$ cat config.mk
export PLATFORM = sky130hd
export DESIGN_NAME = remap_cs_decoder
export DESIGN_NICKNAME = d
export VERILOG_FILES = /design/src/rtl/remap_cs_pkg.sv /design/src/rtl/remap_cs_window.sv /design/src/rtl/remap_cs_region.sv /design/src/rtl/remap_cs_prio.sv /design/src/rtl/remap_cs_decoder.sv
export SDC_FILE = /design/constraint.sdc
export NUM_CORES = 1
export LEC_CHECK = 0
export ABC_AREA = 1
export CORE_MARGIN = 2
export CORE_UTILIZATION = 45
export CTS_CLUSTER_SIZE = 25
export DETAILED_ROUTE_END_ITERATION = 10
export PLACE_DENSITY = 0.79
export SLEW_MARGIN = 15
export SYNTH_ARGS = -nofsm -noshare
export SYNTH_HDL_FRONTEND = slang
export SYNTH_SLANG_ARGS = --single-unit
$ cat constraint.sdc
create_clock -name clk_i -period 4.31 [get_ports clk_i]
set_clock_uncertainty 0.2 [all_clocks]
set_input_delay 0.431 -clock clk_i [delete_from_list [all_inputs] [get_ports clk_i]]
set_output_delay 0.431 -clock clk_i [all_outputs]
set_load 0.02 [all_outputs]
$ cat src/rtl/remap_cs_pkg.sv
package remap_cs_pkg;
  localparam int ADDR_W = 16;
  localparam int DATA_W = 8;
  localparam int PAGE_W = 4;
  localparam int N_SEL  = 5;

  typedef enum logic [2:0] {
    SEL_REGS   = 3'd0,
    SEL_RAM    = 3'd1,
    SEL_EEPROM = 3'd2,
    SEL_ROM    = 3'd3,
    SEL_EXT    = 3'd4
  } sel_idx_e;

  localparam int N_REGION = 4;
endpackage

$ cat src/rtl/remap_cs_window.sv
module remap_cs_window #(
  parameter int WIN_CYCLES = 64
) (
  input  logic clk_i,
  input  logic rst_ni,
  output logic open_o
);
  localparam int CNT_W = $clog2(WIN_CYCLES + 1);
  localparam logic [CNT_W-1:0] CNT_MAX = CNT_W'(WIN_CYCLES);

  logic [CNT_W-1:0] cnt_q;

  always_ff @(posedge clk_i or negedge rst_ni) begin
    if (!rst_ni)             cnt_q <= '0;
    else if (cnt_q != CNT_MAX) cnt_q <= cnt_q + 1'b1;
  end

  assign open_o = (cnt_q != CNT_MAX);
endmodule

$ cat src/rtl/remap_cs_region.sv
module remap_cs_region #(
  parameter int ADDR_W    = 16,
  parameter int SIZE_LOG2 = 8
) (
  input  logic [ADDR_W-1:0] addr_i,
  input  logic [ADDR_W-1:0] base_i,
  output logic              hit_o
);
  assign hit_o = (addr_i[ADDR_W-1:SIZE_LOG2] == base_i[ADDR_W-1:SIZE_LOG2]);
endmodule

$ cat src/rtl/remap_cs_prio.sv
module remap_cs_prio #(
  parameter int N_IN = 4
) (
  input  logic [N_IN-1:0] hit_i,
  output logic [N_IN:0]   sel_o
);
  // lowest index wins; top bit is the fall-through
  always_comb begin
    sel_o = '0;
    sel_o[N_IN] = 1'b1;
    for (int i = N_IN - 1; i >= 0; i--) begin
      if (hit_i[i]) begin
        sel_o = '0;
        sel_o[i] = 1'b1;
      end
    end
  end
endmodule

$ cat src/rtl/remap_cs_decoder.sv
module remap_cs_decoder
  import remap_cs_pkg::*;
#(
  parameter int                WIN_CYCLES  = 64,
  parameter int                PAGE_LOG2   = 12,
  parameter int                RAM_LOG2    = 8,
  parameter int                REGS_LOG2   = 6,
  parameter int                EE_LOG2     = 9,
  parameter int                ROM_LOG2    = 13,
  parameter logic [ADDR_W-1:0] EE_BASE     = 16'hB600,
  parameter logic [ADDR_W-1:0] ROM_BASE    = 16'hE000,
  parameter logic [REGS_LOG2-1:0] INIT_OFS = 6'h30,
  parameter logic [DATA_W-1:0] INIT_RESET  = 8'h01
) (
  input  logic              clk_i,
  input  logic              rst_ni,
  input  logic [ADDR_W-1:0] addr_i,
  input  logic              wr_en_i,
  input  logic [DATA_W-1:0] wdata_i,
  output logic [N_SEL-1:0]  sel_o
);
  localparam int LOW_W = PAGE_LOG2;

  logic [DATA_W-1:0] init_q;
  logic              win_open;
  logic [ADDR_W-1:0] base [N_REGION];
  logic [N_REGION-1:0] hit;
  logic              init_we;

  remap_cs_window #(.WIN_CYCLES(WIN_CYCLES)) u_window (
    .clk_i  (clk_i),
    .rst_ni (rst_ni),
    .open_o (win_open)
  );

  assign base[SEL_REGS]   = {init_q[PAGE_W-1:0], {LOW_W{1'b0}}};
  assign base[SEL_RAM]    = {init_q[DATA_W-1:PAGE_W], {LOW_W{1'b0}}};
  assign base[SEL_EEPROM] = EE_BASE;
  assign base[SEL_ROM]    = ROM_BASE;

  localparam int SIZES [N_REGION] = '{REGS_LOG2, RAM_LOG2, EE_LOG2, ROM_LOG2};

  for (genvar g = 0; g < N_REGION; g++) begin : g_region
    remap_cs_region #(.ADDR_W(ADDR_W), .SIZE_LOG2(SIZES[g])) u_region (
      .addr_i (addr_i),
      .base_i (base[g]),
      .hit_o  (hit[g])
    );
  end

  remap_cs_prio #(.N_IN(N_REGION)) u_prio (
    .hit_i (hit),
    .sel_o (sel_o)
  );

  assign init_we = wr_en_i && win_open && hit[SEL_REGS]
                   && (addr_i[REGS_LOG2-1:0] == INIT_OFS);

  always_ff @(posedge clk_i or negedge rst_ni) begin
    if (!rst_ni)      init_q <= INIT_RESET;
    else if (init_we) init_q <= wdata_i;
  end
endmodule

==> results.ini <==
[pwr]
vdd_drop_max_v=0.000216
leakagePower_nw=0.654
power_density_mw_per_mm2=199
power_mw=0.261

[sta]
setup_viol_count_final=0
max_slew_margin_pct=56.1
finalHoldViolations=0
rsz0062_at_grt=false
max_freq_mhz=351
timing.final.crit_period_ps=2850
tightest_slew_ps=656
drv_slew=0
period_share_pct=66.1
setup-tns-final_ps=0

[critical_path]
crit_fanout=10
cpPeakStageDelay_ps=620
cp-end-kind=primary output
path_delay_family=buffers and inverters
cp.arrival_ps=2220
reg2reg_from=u_window.cnt_q[0]$_DFFE_PN0P_
path_cells=clkdlybuf4s50_1 -> inv_2 -> nand2_1 -> nand2_1 -> nor2_4 -> inv_2 -> nor2_8 -> clkdlybuf4s50_1
critPathSlowestCell=clkdlybuf4s50_1
critPathBufInv=4
crit_required_ps=3680
rr_worst_depth=8
r2r-end=init_q[7]$_DFFE_PN0P_
ff2ff_setup_slack_ps=2660
crit_type=input port to primary output
critPathLaunchType=input port

[yosys]
synth_area_um2=945
synth-seq-area-share_pct=39.9
synth_warnings=0
ys_ff_latch=15
synth_fp_nets=157
syn_area_per_cell_um2=7.38
synthCells=128
yosysUniqueCellTypes=23

[drt]
vias_per_cell=4.74
drc=0
finalWirelength_um=2070
firstDrtPassIters=2
vias=895
final_antenna_net_count=0
drtIter0Drc=8
wire_per_inst_um=10.9

[place]
io_buffers=31
placed_cell_area_mm2=0.00128
placed_cells=185
place.detailed.hpwl_um=1790
gp_routability_congestion=0.754

[cts]
post_cts_resized=0
root_buffer=clkbuf_4
hold_buffers=0
clk_path_buf_depth=2
numCtsBuffers=3
clk_transition_reported_paths_ps=90
cts_tree=done
htree_levels=1
post-cts-setup-buffer-count=0
worstSkewPairLatency_ps=270
cts.sink_count=15

[finish]
drive_gt1_share_pct=9.26
fillerInstances=193
stdcell_count=189
syn_to_final_growth_pct=38.5
fin_area_mm2=0.00131
diodes=0
fin_nets=192

[status]
status=complete, no violations

[floorplanning]
fp-row-count=16
die_w_um=49.8
dieHeight_um=49.8
io_pins=32
core_area_mm2=0.00196
initial_utilization_pct=48.2
die-area_mm2=0.00248

[flow_run]
drv_cap=0

[worst_hold_path]
hold_depth=1
holdCritStartpoint=u_window.cnt_q[6]$_DFFE_PN0P_
min_to=u_window.cnt_q[6]$_DFFE_PN0P_
hold_class=flip-flop to flip-flop

[global_routing]
grt_overflow_total=0
grt_max_degree=16
grt_pass1_wl_um=3720
grt_pass1_vias=932
antenna_found_initial=0
track_usage_pct=19.4

==> kinds of logic (layout without fill, tap and decap cells) <==
kind of cell | count (synthesis) | after routing | synth area share (%)
XOR/XNOR | 9 | 9 | 8.34
AND/OR/NAND/NOR | 81 | 81 | 39.7
buffers and inverters | 18 | 52 | 7.55
AO/OA/AOI/OAI | 3 | 3 | 1.85
adder cells (fa/ha/maj) | 2 | 2 | 2.65
flip-flops | 15 | 15 | 39.9
==> power by group <==
part / internal [mW] / switching, mW / leakage, nW
sequential: 0.141 / 0.0000224 / 0.191
combinational: 0.0265 / 0.0170 / 0.445
clock: 0.0343 / 0.0424 / 0.0177
total: 0.201 / 0.0595 / 0.654
==> per-layer routing <==
metal	global-route usage (%)	vias to the layer above	routed length, µm
met2	38.0	17	1160
met3	3.03	2	75
met1	20.2	411	823
li1	-	465	-
met4	7.87	0	9
met5	0	-	0
==> layout by cell type (no fill, tap or decap), drive strengths merged, types with 2 or more instances in the layout <==
| cell type | Yosys | layout |
|---|---|---|
| nor2 | 19 | 19 |
| ha | 2 | 2 |
| inv | 17 | 17 |
| o21ai | 2 | 2 |
| clkbuf | 0 | 3 |
| clkdlybuf4s50 | 0 | 31 |
| nor3 | 2 | 2 |
| nand3 | 16 | 16 |
| xnor2 | 2 | 2 |
| xor2 | 7 | 7 |
| nand2 | 41 | 41 |
| dfrtp | 14 | 14 |
==> through the flow <==
stage | hold slack (ps) | util, % | setup slack (ps)
2_1_floorplan | -64.6 | - | 2480
3_3_place_gp | 266 | 65.3 | 1480
3_5_place_dp | 282 | 65.3 | 1460
4_1_cts | 298 | 66.7 | 1460
5_1_grt | 324 | 66.7 | 1350
6_report | 291 | 66.7 | 1460
==> layout make-up <==
type | count | area (µm²) | share of cell area [%]
clock buffers | 3 | 22.5 | 1.72
clock inverters | 1 | 5.00 | 0.382
inverters | 17 | 63.8 | 4.88
multi-input cells | 95 | 497 | 38.0
flip-flops and latches | 15 | 377 | 28.8
well taps | 27 | 33.8 | 2.58
repair buffers | 31 | 310 | 23.7
==> sequential cells by signal, summed over array words and instances (netlist names) <==
name / count
init_q: 8
u_window.cnt_q: 7
==> synth_stat cells, drive strengths merged <==
library cell / count / share of area, %
xnor2: 2 / 1.9
or2: 1 / 0.66
buf: 1 / 0.79
o21ai: 2 / 1.1
inv: 17 / 6.8
nor2: 19 / 11
xor2: 7 / 6.5
nand4: 1 / 0.66
nand3: 16 / 9.0
ha: 2 / 2.6
dfrtp: 14 / 37
nor3: 2 / 1.1
nand2: 41 / 17
a211oi: 1 / 0.79
nor4: 1 / 0.66
dfstp: 1 / 2.8
==> how the worst max path moves through the flow <==
stage / cells after the start / end / from
final: 8 / sel_o[0] / addr_i[13]
after global routing: 8 / sel_o[0] / addr_i[15]
after CTS: 8 / sel_o[0] / addr_i[13]
after detailed placement: 8 / sel_o[0] / addr_i[13]
after global placement: 8 / sel_o[0] / addr_i[15]
after floorplan: 2 / sel_o[2] / addr_i[15]
==> worst reg2reg max path, stage by stage, from the launching register on <==
cell and delay [ps]:
dfrtp_1 380, inv_1 80, ha_1 200, nand2_1 80, nor2_2 60, nor2_4 220, nand3_2 190, nand2_1 110
nand2_1 50
Power figures use the tool's default switching activity.
